`src/rtl/insn_pkg.sv`:
```
package insn_pkg;
    localparam int WORD_W   = 16;
    localparam int OPC_W    = 4;
    localparam int FLD_W    = 6;
    localparam int LEN_W    = 2;
    localparam logic [FLD_W-1:0] EXT_CALL = 6'h01;

    typedef enum logic [2:0] {
        ST_FETCH0,
        ST_FETCH1,
        ST_FETCH2,
        ST_ISSUE,
        ST_SKIP
    } seq_state_e;

    // Operand codes that pull one extra word from the instruction stream
    function automatic logic fld_needs_word(input logic [FLD_W-1:0] code);
        return (code[5:3] == 3'b010) || (code == 6'h1e) || (code == 6'h1f);
    endfunction
endpackage

```
`src/rtl/insn_len_calc.sv`:
```
module insn_len_calc
    import insn_pkg::*;
(
    input  logic [WORD_W-1:0] word,
    output logic [LEN_W-1:0]  len,
    output logic              reserved
);
    logic [OPC_W-1:0] opc;
    logic [FLD_W-1:0] fld_lo;
    logic [FLD_W-1:0] fld_hi;

    assign opc    = word[3:0];
    assign fld_lo = word[9:4];
    assign fld_hi = word[15:10];

    always_comb begin
        reserved = (opc == '0) && (fld_lo != EXT_CALL);
        if (reserved) begin
            len = LEN_W'(1);
        end else if (opc == '0) begin
            len = LEN_W'(1) + LEN_W'(fld_needs_word(fld_hi));
        end else begin
            len = LEN_W'(1) + LEN_W'(fld_needs_word(fld_lo))
                            + LEN_W'(fld_needs_word(fld_hi));
        end
    end
endmodule

```
`src/rtl/insn_field_split.sv`:
```
module insn_field_split
    import insn_pkg::*;
(
    input  logic [WORD_W-1:0] word,
    output logic              basic,
    output logic [OPC_W-1:0]  opcode,
    output logic [FLD_W-1:0]  ext_op,
    output logic [FLD_W-1:0]  opnd_a,
    output logic [FLD_W-1:0]  opnd_b,
    output logic              reserved
);
    always_comb begin
        opcode   = word[3:0];
        basic    = (opcode != '0);
        reserved = !basic && (word[9:4] != EXT_CALL);
        if (basic) begin
            ext_op = '0;
            opnd_a = word[9:4];
            opnd_b = word[15:10];
        end else begin
            ext_op = word[9:4];
            opnd_a = word[15:10];
            opnd_b = '0;
        end
    end
endmodule

```
`src/rtl/insn_seq.sv`:
```
module insn_seq
    import insn_pkg::*;
#(
    parameter int ADDR_W = 16
) (
    input  logic              clk,
    input  logic              rst_n,
    output logic [ADDR_W-1:0] mem_addr,
    output logic              mem_rd,
    input  logic [WORD_W-1:0] mem_rdata,
    input  logic              ex_ready,
    input  logic              test_fail,
    input  logic              pc_load,
    input  logic [ADDR_W-1:0] pc_load_val,
    output logic              dec_valid,
    output logic              dec_basic,
    output logic [OPC_W-1:0]  dec_opcode,
    output logic [FLD_W-1:0]  dec_ext_op,
    output logic [FLD_W-1:0]  dec_opnd_a,
    output logic [FLD_W-1:0]  dec_opnd_b,
    output logic [LEN_W-1:0]  dec_len,
    output logic [WORD_W-1:0] dec_word1,
    output logic [WORD_W-1:0] dec_word2,
    output logic              skip_busy,
    output logic              illegal
);
    localparam logic [ADDR_W-1:0] PC_STEP = ADDR_W'(1);

    typedef struct packed {
        seq_state_e        state;
        logic [ADDR_W-1:0] pc;
        logic [WORD_W-1:0] ir;
        logic [WORD_W-1:0] w1;
        logic [WORD_W-1:0] w2;
        logic [LEN_W-1:0]  len;
        logic              illegal;
    } seq_regs_t;

    seq_regs_t seq_d, seq_q;

    logic [LEN_W-1:0]  rd_len;
    logic              rd_reserved;
    logic [ADDR_W-1:0] skip_step;
    logic              ir_reserved;

    // Length of whatever first word the port returns this cycle
    insn_len_calc u_len (
        .word     (mem_rdata),
        .len      (rd_len),
        .reserved (rd_reserved)
    );

    // Fields of the held instruction
    insn_field_split u_split (
        .word     (seq_q.ir),
        .basic    (dec_basic),
        .opcode   (dec_opcode),
        .ext_op   (dec_ext_op),
        .opnd_a   (dec_opnd_a),
        .opnd_b   (dec_opnd_b),
        .reserved (ir_reserved)
    );

    assign skip_step = {{(ADDR_W-LEN_W){1'b0}}, rd_len};

    always_comb begin
        seq_d         = seq_q;
        seq_d.illegal = 1'b0;
        mem_rd        = 1'b0;
        unique case (seq_q.state)
            ST_FETCH0: begin
                mem_rd   = 1'b1;
                seq_d.ir = mem_rdata;
                seq_d.pc = seq_q.pc + PC_STEP;
                if (rd_reserved) begin
                    seq_d.illegal = 1'b1;
                end else begin
                    seq_d.len   = rd_len;
                    seq_d.state = (rd_len == LEN_W'(1)) ? ST_ISSUE : ST_FETCH1;
                end
            end
            ST_FETCH1: begin
                mem_rd      = 1'b1;
                seq_d.w1    = mem_rdata;
                seq_d.pc    = seq_q.pc + PC_STEP;
                seq_d.state = (seq_q.len == LEN_W'(3)) ? ST_FETCH2 : ST_ISSUE;
            end
            ST_FETCH2: begin
                mem_rd      = 1'b1;
                seq_d.w2    = mem_rdata;
                seq_d.pc    = seq_q.pc + PC_STEP;
                seq_d.state = ST_ISSUE;
            end
            ST_ISSUE: begin
                if (ex_ready) begin
                    if (pc_load) seq_d.pc = pc_load_val;
                    seq_d.state = test_fail ? ST_SKIP : ST_FETCH0;
                end
            end
            ST_SKIP: begin
                mem_rd      = 1'b1;
                seq_d.pc    = seq_q.pc + skip_step;
                seq_d.state = ST_FETCH0;
            end
            default: seq_d.state = ST_FETCH0;
        endcase
    end

    always_ff @(posedge clk) begin
        if (!rst_n) begin
            seq_q.state   <= ST_FETCH0;
            seq_q.pc      <= '0;
            seq_q.ir      <= '0;
            seq_q.w1      <= '0;
            seq_q.w2      <= '0;
            seq_q.len     <= '0;
            seq_q.illegal <= 1'b0;
        end else begin
            seq_q <= seq_d;
        end
    end

    assign mem_addr  = seq_q.pc;
    assign dec_valid = (seq_q.state == ST_ISSUE);
    assign skip_busy = (seq_q.state == ST_SKIP);
    assign dec_len   = seq_q.len;
    assign dec_word1 = seq_q.w1;
    assign dec_word2 = seq_q.w2;
    assign illegal   = seq_q.illegal;

    // Input rule: only conditional opcodes fail, never together with a load
    p_fail_cond_only_r8: assert property (@(posedge clk) disable iff (!rst_n)
        (dec_valid && ex_ready && test_fail)
            |-> (dec_basic && dec_opcode[3:2] == 2'b11 && !pc_load));

    p_fetch_step_r5: assert property (@(posedge clk) disable iff (!rst_n)
        (mem_rd && !skip_busy) |=> (mem_addr == $past(mem_addr) + PC_STEP));

    p_skip_len_r8: assert property (@(posedge clk) disable iff (!rst_n)
        skip_busy |=> (!skip_busy && !dec_valid
                       && mem_addr == $past(mem_addr) + $past(skip_step)));

    p_hold_r6: assert property (@(posedge clk) disable iff (!rst_n)
        (dec_valid && !ex_ready) |=> (dec_valid && $stable(dec_opcode)
            && $stable(dec_opnd_a) && $stable(dec_opnd_b)
            && $stable(dec_word1) && $stable(dec_word2) && $stable(mem_addr)));

    p_load_r7: assert property (@(posedge clk) disable iff (!rst_n)
        (dec_valid && ex_ready && pc_load) |=> (mem_addr == $past(pc_load_val)));

    p_len_range_r4: assert property (@(posedge clk) disable iff (!rst_n)
        dec_valid |-> (dec_len != '0));

    p_no_reserved_issue_r9: assert property (@(posedge clk) disable iff (!rst_n)
        dec_valid |-> (!ir_reserved && !illegal));

    p_skip_quiet_r10: assert property (@(posedge clk) disable iff (!rst_n)
        skip_busy |=> !illegal);
endmodule

```
`config.mk`:
```
export PLATFORM = sky130hd
export DESIGN_NAME = insn_seq
export DESIGN_NICKNAME = d
export VERILOG_FILES = /design/src/rtl/insn_pkg.sv /design/src/rtl/insn_len_calc.sv /design/src/rtl/insn_field_split.sv /design/src/rtl/insn_seq.sv
export SDC_FILE = /design/constraint.sdc
export NUM_CORES = 1
export LEC_CHECK = 0
export ABC_AREA = 0
export BUFFER_PORTS_ARGS = -buffer_cell sky130_fd_sc_hd__buf_2
export CELL_PAD_IN_SITES_DETAIL_PLACEMENT = 0
export CELL_PAD_IN_SITES_GLOBAL_PLACEMENT = 1
export CORE_MARGIN = 10
export CORE_UTILIZATION = 34
export CTS_CLUSTER_SIZE = 8
export DETAILED_ROUTE_END_ITERATION = 7
export HOLD_SLACK_MARGIN = 0.08
export PLACE_DENSITY_LB_ADDON = 0.1
export SKIP_CTS_REPAIR_TIMING = 1
export SLEW_MARGIN = 30
export SYNTH_ARGS = -nofsm -noshare
export SYNTH_HDL_FRONTEND = slang
export SYNTH_SLANG_ARGS = --single-unit
```
`constraint.sdc`:
```
create_clock -name clk -period 7.75 [get_ports clk]
set_input_delay 1.1625 -clock clk [delete_from_list [all_inputs] [get_ports clk]]
set_output_delay 1.1625 -clock clk [all_outputs]
set_load 0.05 [all_outputs]
```
==> results of run 1 <==
worst max-delay path: cells and delay by family, from the launching register on:
kind,cells,cell delay (ns)
flip-flops,1,0.58
AND/OR/NAND/NOR,1,0.66
buffers and inverters,2,1.22
sequential cells by signal, summed over array words and instances (netlist names):
signal / count
seq_q: 19
dec_word1: 16
dec_word2: 16
mem_addr: 16
dec_len: 2
illegal: 1
Yosys cell counts, types with 3 or more instances:
library cell and count:
a211o_1 3, a211oi_1 3, a21o_1 5, a21oi_1 60, a31oi_1 4, and2_1 16
and3_1 3, buf_2 9, buf_4 55, clkbuf_1 17, dfxtp_1 70, ha_1 3
inv_1 6, mux2_2 6, mux2i_1 8, nand2_1 119, nand3_1 9, nand3b_1 3
nand4_1 6, nor2_1 15, nor2b_1 6, nor3_1 8, nor4_1 7, o21ai_0 10
o22ai_1 4
stage by stage:
| step | worst slack [ns] | area [um2] | instances | util, % | hold slack (ns) |
|---|---|---|---|---|---|
| 2_1_floorplan | 4.17 | 3770 | 488 | - | 0.437 |
| 4_1_cts | 3.70 | 4210 | 676 | 38.9 | 0.455 |
| 3_3_place_gp | 3.73 | 4000 | 661 | 36.9 | 0.439 |
| 6_report | 3.76 | 4210 | 676 | 38.9 | 0.453 |
| 5_1_grt | 3.50 | 4210 | 676 | 38.9 | 0.471 |
| 3_5_place_dp | 3.65 | 4020 | 661 | 37.0 | 0.444 |
how the worst min path moves through the flow:
stage	endpoint	cells past startpoint
final	dec_word2[4]	2
after global placement	dec_word2[14]	2
after global routing	dec_word2[4]	2
after CTS	dec_word2[4]	2
after floorplan	dec_word1[0]	2
after detailed placement	dec_word2[4]	2
power breakdown:
group / switching (W) / total (W) / internal (W)
registers: 0.0000261 / 0.000413 / 0.000387
clock network: 0.000146 / 0.000302 / 0.000156
logic: 0.000201 / 0.000272 / 0.0000708
total: 0.000373 / 0.000987 / 0.000614
layout make-up:
type | count | share of cell area [%]
multi-input cells | 330 | 43.6
flip-flops and latches | 70 | 33.3
repair buffers | 115 | 13.8
well taps | 140 | 4.16
clock buffers | 10 | 3.27
clock inverters | 5 | 1.40
inverters | 6 | 0.535
layer usage:
layer / share of wire, % / global-route usage, % / vias to the layer above
met5: 0 / 0 / -
met4: 1.3 / 3.93 / 0
met3: 5.6 / 4.82 / 13
met2: 49 / 23.9 / 86
met1: 44 / 16.9 / 1569
li1: - / - / 1700
logic make-up (layout without fill, tap and decap cells):
group,after synthesis,in the layout,synth area share (%)
AO/OA/AOI/OAI,106,106,17.0
adder cells (fa/ha/maj),4,4,1.53
buffers and inverters,88,136,14.5
flip-flops,70,70,37.2
multiplexers,14,14,3.92
AND/OR/NAND/NOR,206,206,25.8
==> flow_summary.yaml, run 1 <==
final_layout:
  layout_common_cells: "nand2_1, buf_2, dfxtp_1, a21oi_1, and2_1"
  fillers: 1194
  area.sequential_um2: 1400
  multi_input_area_um2: 1840
  mostFrequentLayoutCell: "nand2_1"
  diodes: 0
  fin_nets: 573
  area.growth.synth_to_final_pct: 11.8
  layout-drive-gt1-share_pct: 27.4
critical_path:
  required_ns: 6.59
  cpPeakStageDelay_ns: 0.83
  crit_start: "seq_q[68]"
  critPathCapture: "dec_valid"
  path_cells: "nand3b_1 -> inv_1 -> buf_2"
  reg2reg_to: "mem_addr[12]"
  cp_slowest_cell: "inv_1"
  cp-end-kind: "output port"
  crit_fanout: 25
  crit_type: "flop to output port"
  critPathLaunchType: "flop"
  worst-r2r-cell-count: 10
  r2r-start: "seq_q[68]"
  critical_path_arrival_ns: 2.83
  reg2reg_slack_ns: 4.92
grt:
  grt_pass1_wl_um: 18400
  grt_use_total_pct: 14.2
  grt_max_degree: 39
  grt_pass1_vias: 3322
  antenna_found_initial: 0
  overflow: 0
floorplanning:
  dieArea_um2: 15700
  die_y_um: 125
  die_w_um: 125
  io_pins: 114
  floorplan.initialDensity_pct: 34.8
  coreArea_um2: 10800
  core.rowCount: 38
logic_synthesis:
  synth-edff-count: 0
  yosys_warnings: 0
  async_flop_share_pct: 0
  postSynthCellCount: 488
  synth_area_leaders: "dfxtp_1, nand2_1, buf_4"
  synth_area_um2: 3770
  synth.largest_area_cell: "dfxtp_1"
  ys_seq_area_share_pct: 37.2
  synth_nets: 529
  synth.distinct_cells: 52
  synthDominantCellAreaShare_pct: 37.2
  avgSynthCellArea_um2: 7.72
  yosys_register_bits: 70
  ys.flop_type: "dfxtp_1"
clocking:
  clkSinkCount: 70
  path_clk_slew_ns: 0.08
  h-tree-depth: 3
  cts_buffer_depth: 2
  cts_root_buf: "clkbuf_8"
  clk_latency_ns: 0.35
  cts_tree: "built"
  cts_buffers: 9
status:
  status: "finished clean"
placement:
  portBuffers: 113
  place_congestion: 0.783
  dp_hpwl_um: 8690
drt:
  via_per_inst: 4.98
  drt_iter0_markers: 168
  wl_per_cell_um: 17.0
  wirelength_um: 11500
  dr.pass1.iters: 4
  ant_nets: 0
  vias: 3368
  post-route-drc-count: 0
sta:
  maxSlewHeadroom_pct: 44.4
  setup_tns_ns: 0
  min_period_over_period_pct: 51.5
  timing.fmax_mhz: 251
  hold_viol: 0
  fin_skew_ns: 0.00806
  final-setup-viol-count: 0
  final.min_clock_period_ns: 3.99
  rsz0062_at_grt: "no"
  worst_pin_slew_ns: 0.832
  maxSlewViolCount: 0
flow_run:
  drv_cap: 0
pwr:
  power_density_nw_per_um2: 234
  irDropWorstVdd_mv: 0.0873
  p_total_w: 0.000987
  p_leak_nw: 1.84
min_path:
  hold_class: "flop to flop"
  min_from: "dec_word2[4]"
(Power assumes the default switching activity.)
==> run 2, diff against run 1 <==
--- a/config.mk
+++ b/config.mk
@@ -5,12 +5,12 @@
 export SDC_FILE = /design/constraint.sdc
 export NUM_CORES = 1
 export LEC_CHECK = 0
-export ABC_AREA = 0
+export ABC_AREA = 1
 export BUFFER_PORTS_ARGS = -buffer_cell sky130_fd_sc_hd__buf_2
 export CELL_PAD_IN_SITES_DETAIL_PLACEMENT = 0
 export CELL_PAD_IN_SITES_GLOBAL_PLACEMENT = 1
 export CORE_MARGIN = 10
-export CORE_UTILIZATION = 34
+export CORE_UTILIZATION = 32
 export CTS_CLUSTER_SIZE = 8
 export DETAILED_ROUTE_END_ITERATION = 7
 export HOLD_SLACK_MARGIN = 0.08
==> constraint.sdc (replaced) <==
create_clock -name clk -period 3.61 [get_ports clk]
set_input_delay 0.5415 -clock clk [delete_from_list [all_inputs] [get_ports clk]]
set_output_delay 0.5415 -clock clk [all_outputs]
set_load 0.05 [all_outputs]
==> run 2 against run 1 <==
  * Flip-flop and latch count unchanged
  * Highest routed layer unchanged
  * Largest cell class unchanged
  * Sequential power increased by 140%
  * Worst hold slack gained 0.0042 ns
  * Largest power group is now combinational cells
  * Critical path type unchanged
==> flow_summary.yaml, run 2 <==
clocking:
  h-tree-depth: 3
  cts_buffers: 9
  cts_tree: "built"
  path_clk_slew_ns: 0.05
  cts_root_buf: "clkbuf_16"
  clk_latency_ns: 0.34
  clkSinkCount: 70
  cts_buffer_depth: 2
grt:
  antenna_found_initial: 0
  grt_pass1_wl_um: 17400
  overflow: 0
  grt_max_degree: 29
  grt_use_total_pct: 13.4
  grt_pass1_vias: 3378
drt:
  vias: 3394
  post-route-drc-count: 0
  via_per_inst: 4.63
  wirelength_um: 11100
  drt_iter0_markers: 145
  wl_per_cell_um: 15.1
  dr.pass1.iters: 4
  ant_nets: 0
pwr:
  p_total_w: 0.00280
  p_leak_nw: 1.97
  irDropWorstVdd_mv: 0.294
  power_density_nw_per_um2: 668
sta:
  timing.fmax_mhz: 350
  final-setup-viol-count: 0
  hold_viol: 0
  fin_skew_ns: 0.00437
  min_period_over_period_pct: 79.2
  maxSlewViolCount: 0
  worst_pin_slew_ns: 0.874
  setup_tns_ns: 0
  timing.hold.ws_ns: 0.457
  maxSlewHeadroom_pct: 41.3
  rsz0062_at_grt: "no"
  final.min_clock_period_ns: 2.86
logic_synthesis:
  yosys_register_bits: 70
  ys.flop_type: "dfxtp_1"
  synth.largest_area_cell: "dfxtp_1"
  synth_nets: 577
  synth.distinct_cells: 29
  synth_most_common_cell: "nor2_1"
  synth_xor_area_share_pct: 0
  synth-simple-area-share_pct: 24.9
  synth_common_cells: "nor2_1, nand2_1, dfxtp_1, o21ai_0, buf_4"
  synth_area_leaders: "dfxtp_1, buf_4, nor2_1"
  postSynthCellCount: 536
  synth_area_um2: 3690
  ys_seq_area_share_pct: 38.0
  synth.area.mux_share_pct: 0
  async_flop_share_pct: 0
  synthDominantCellAreaShare_pct: 38.0
  yosys_warnings: 0
  yosys.area_share.adder_pct: 1.56
  synth_top_family_by_area: "simple AND/OR/NAND/NOR gates"
  avgSynthCellArea_um2: 6.88
  synth_compound_area_share_pct: 17.2
  synth-edff-count: 0
critical_path:
  crit_buf_inv: 2
  reg2reg_slack_ns: 1.17
  critPathLaunchType: "flop"
  cp-end-kind: "output port"
  cpPeakStageDelay_ns: 0.80
  critical_path_arrival_ns: 2.32
  cp_top_family: "simple AND/OR/NAND/NOR gates"
  path_cells: "nor4_4 -> inv_1 -> nor2_1 -> buf_2"
  crit_type: "flop to output port"
  required_ns: 3.07
  crit_fanout: 19
  cp_slowest_cell: "nor4_4"
final_layout:
  area.growth.synth_to_final_pct: 13.8
  mostFrequentLayoutCell: "buf_2"
  regMostFlops: "seq_q"
  diodes: 0
  layout-drive-gt1-share_pct: 24.1
  finalNonFillerCells: 733
  fin_nets: 627
  layout_common_cells: "buf_2, nor2_1, nand2_1, dfxtp_1, o21ai_0"
  largest_reg_flops: 19
floorplanning:
  die_w_um: 127
  die_y_um: 127
  core.rowCount: 39
  io_pins: 114
  coreArea_um2: 11400
  dieArea_um2: 16200
  floorplan.initialDensity_pct: 32.4
placement:
  dp_hpwl_um: 8350
  portBuffers: 113
  place_inst: 718
  place_congestion: 0.765
min_path:
  hold_class: "input pin to flop"
flow_run:
  drv_cap: 0
status:
  status: "finished clean"
==> run 2: cell count changes in the layout (fill, tap and decap cells not counted), moves of 12 or more <==
| cell | change |
|---|---|
| and2_1 | -16 |
| nor2_1 | +78 |
| o21ai_0 | +58 |
| a21oi_1 | -12 |
| inv_1 | +35 |
| nand2_1 | -33 |
==> run 2: layer usage <==
metal | routed length [um] | GRT usage [%] | vias up
li1 | - | - | 1774
met1 | 4900 | 15.5 | 1531
met2 | 5250 | 22.2 | 74
met3 | 694 | 3.93 | 15
met4 | 234 | 6.50 | 0
met5 | 0 | 0 | -
==> run 2: logic make-up (layout without fill, tap and decap cells) <==
kind of cell	Yosys count	in the layout
AND/OR/NAND/NOR	220	220
AO/OA/AOI/OAI	123	123
flip-flops	70	70
buffers and inverters	119	173
adder cells (fa/ha/maj)	4	4
==> run 2: final timing paths <==
path         depth (start not counted)       endpoint         start
min reg2reg                          2   dec_word2[8]  dec_word2[8]
max                                  4  dec_ext_op[0]     seq_q[35]
max reg2reg                         13   mem_addr[10]     seq_q[69]
min                                  3      seq_q[69]     test_fail
==> run 2: per-stage QoR <==
step	area, um2	utilization (%)	setup slack, ns
floorplan	3690	-	0.510
global placement	3930	34.6	0.671
detailed placement	3940	34.7	0.643
CTS	4200	36.9	0.684
global route	4200	36.9	0.521
finish	4200	36.9	0.749
==> run 2: area by class of cell <==
type / count / area [um2]
well taps: 143 / 179
inverters: 43 / 161
clock buffers: 11 / 233
clock inverters: 4 / 25.0
fillers: 1277 / 7170
multi-input cells: 347 / 1620
repair buffers: 115 / 581
flip-flops and latches: 70 / 1400
==> run 2: report_power, final <==
| group | switching [W] | internal [W] | leakage, nW |
|---|---|---|---|
| clock network | 0.000334 | 0.000459 | 0.121 |
| registers | 0.0000827 | 0.000888 | 0.577 |
| logic | 0.000807 | 0.000233 | 1.27 |
==> run 2: worst reg2reg max path, cell delays in order, from the launching register on <==
cell     delay (ns)
dfxtp_1        0.41
inv_1          0.11
nor3_1         0.37
nand2_1        0.18
fa_1           0.43
inv_1          0.08
nand2_1        0.06
nor2_1         0.12
nand2_1        0.13
inv_1          0.13
nand2_1        0.06
a21oi_1        0.11
o21ai_0        0.09
nor2_1         0.11
==> run 3, diff against run 2 <==
==> constraint.sdc (replaced) <==
create_clock -name clk -period 2.3 [get_ports clk]
set_input_delay 0.345 -clock clk [delete_from_list [all_inputs] [get_ports clk]]
set_output_delay 0.345 -clock clk [all_outputs]
set_load 0.05 [all_outputs]
==> run 3 against run 2 <==
  * Final cell count increased by 4.8%
  * Die area unchanged
  * Register-to-register slack got worse by 0.99 ns
  * Count of clock-buffer cells in the layout increased by 2
  * Cell area increased by 10%
  * Sequential power increased by 58%
  * Non-clock buffer count increased by 34
  * Sequential share of layout area decreased by 3.1 points
  * Critical endpoint is now mem_addr[14]
  * Largest power group unchanged
  * Core utilization increased by 3.8 points
==> flow_summary.yaml, run 3 (synthesis results as in run 2) <==
final_layout:
  diodes: 0
  largest_reg_flops: 19
  fin_nets: 661
  mostFrequentLayoutCell: "buf_2"
  fillers: 1258
  layout_common_cells: "buf_2, nor2_1, nand2_1, dfxtp_1, o21ai_0"
  layout-drive-gt1-share_pct: 32.8
  area.growth.synth_to_final_pct: 25.5
  regMostFlops: "seq_q"
  design_area_um2: 4630
drt:
  drt_iter0_markers: 176
  post-route-drc-count: 0
  wl_per_cell_um: 14.8
  wirelength_um: 11400
  vias: 3555
  ant_nets: 0
  via_per_inst: 4.63
  dr.pass1.iters: 4
clocking:
  cts_root_buf: "clkbuf_16"
  clk_latency_ns: 0.34
  h-tree-depth: 3
  cts_tree: "built"
  clkSinkCount: 70
  cts_buffers: 9
  cts_buffer_depth: 2
  path_clk_slew_ns: 0.06
critical_path:
  timing.critical_path.mode_cell: "inv_2"
  cp-end-kind: "flop"
  crit_type: "input pin to flop"
  crit_buf_inv: 5
  cp_top_family: "simple AND/OR/NAND/NOR gates"
  crit_fanout: 4
  required_ns: 2.57
  critPathLaunchType: "input pin"
  cp_slowest_cell: "fa_2"
  path_cells: "buf_6 -> nand3b_1 -> ha_4 -> inv_2 -> nand2_2 -> nand4_1 -> ha_2 -> inv_2 -> fa_2 -> inv_2 -> nand2_4 -> nor2_4 -> nand2_4 -> inv_4 -> nand4_1 -> nand3_1 -> nand2_1 -> a21oi_1"
  cpPeakStageDelay_ns: 0.34
  critical_path_arrival_ns: 2.47
sta:
  min_period_over_period_pct: 95.9
  setup_tns_ns: 0
  rsz0062_at_grt: "yes"
  fin_skew_ns: 0.00351
  timing.hold.ws_ns: 0.242
  final-setup-viol-count: 0
  maxSlewViolCount: 0
  timing.fmax_mhz: 453
  hold_viol: 0
  final.min_clock_period_ns: 2.21
  maxSlewHeadroom_pct: 60.0
  worst_pin_slew_ns: 0.599
min_path:
  hold_class: "input pin to flop"
grt:
  overflow: 0
  grt_pass1_wl_um: 18500
  antenna_found_initial: 0
  grt_use_total_pct: 14.2
  grt_max_degree: 55
  use_met2_pct: 22.8
  use_met1_pct: 17.4
  grtUsageMet3_pct: 4.47
  grt_pass1_vias: 3530
  grt_busiest_layer: "met2"
pwr:
  irDropWorstVdd_mv: 0.510
  p_leak_nw: 2.19
  power_density_nw_per_um2: 1020
floorplanning:
  core.rowCount: 39
  floorplan.initialDensity_pct: 32.4
  coreArea_um2: 11400
  die_y_um: 127
  die_w_um: 127
  io_pins: 114
  dieArea_um2: 16200
status:
  status: "finished clean"
placement:
  dp_hpwl_um: 8650
  placed_cell_area_um2: 4190
  place_congestion: 0.794
  portBuffers: 113
flow_run:
  drv_cap: 0
## run 3: cell count changes in the layout (fill, tap and decap cells not counted), sizes merged
| cell | delta |
|---|---|
| clkinvlp | -1 |
| bufinv | +1 |
| buf | +34 |
| clkinv | -1 |
| clkbuf | +2 |
## run 3: worst register-to-register path: cells and delay by family, from the launching register on
| family | cells | cell delay [ns] |
|---|---|---|
| compound gates | 1 | 0.12 |
| fa+ha+maj | 2 | 0.55 |
| buf+inv | 3 | 0.20 |
| flops | 1 | 0.48 |
| simple gates | 8 | 0.71 |
## run 3: metal layers
metal  vias to the layer above  wire length [um]  part of all wire (%)
met2                        88              5370                    47
met4                         0               144                   1.3
met5                         -                 0                     0
met3                         9               651                   5.7
li1                       1845                 -                     -
met1                      1613              5220                    46
## run 3: path summary, 6_finish.rpt
kind	start	to	slack [ns]	depth (start not counted)
setup / recovery	mem_rdata[9]	mem_addr[14]	0.09	18
hold / removal	test_fail	seq_q[69]	0.24	3
setup reg to reg	seq_q[67]	mem_addr[14]	0.18	14
hold reg to reg	seq_q[50]	seq_q[50]	0.47	2
## run 3: area by class of cell
class | instances | area, um2 | share of cell area, %
flip-flops and latches | 70 | 1400 | 30.3
inverters | 43 | 164 | 3.54
repair buffers | 149 | 867 | 18.7
clock buffers | 13 | 260 | 5.62
clock inverters | 3 | 42.5 | 0.919
well taps | 143 | 179 | 3.87
multi-input cells | 347 | 1710 | 37.0
## run 3: report_power, final
group	leakage [nW]	switching (W)	internal (W)
clock	0.146	0.000536	0.000898
combinational	1.47	0.00129	0.000451
sequential	0.577	0.000137	0.00139
total	2.19	0.00196	0.00274
## run 3: per-stage QoR
| stage | total power [W] | setup slack (ns) | util, % | std cells |
|---|---|---|---|---|
| floorplan | 0.00300 | 0.00757 | - | 536 |
| global placement | 0.00328 | -0.391 | 36.8 | 749 |
| detailed placement | 0.00329 | -0.449 | 36.8 | 749 |
| CTS | 0.00473 | -0.112 | 39.5 | 765 |
| global route | 0.00499 | -0.0837 | 40.7 | 768 |
| finish | 0.00471 | 0.0949 | 40.7 | 768 |
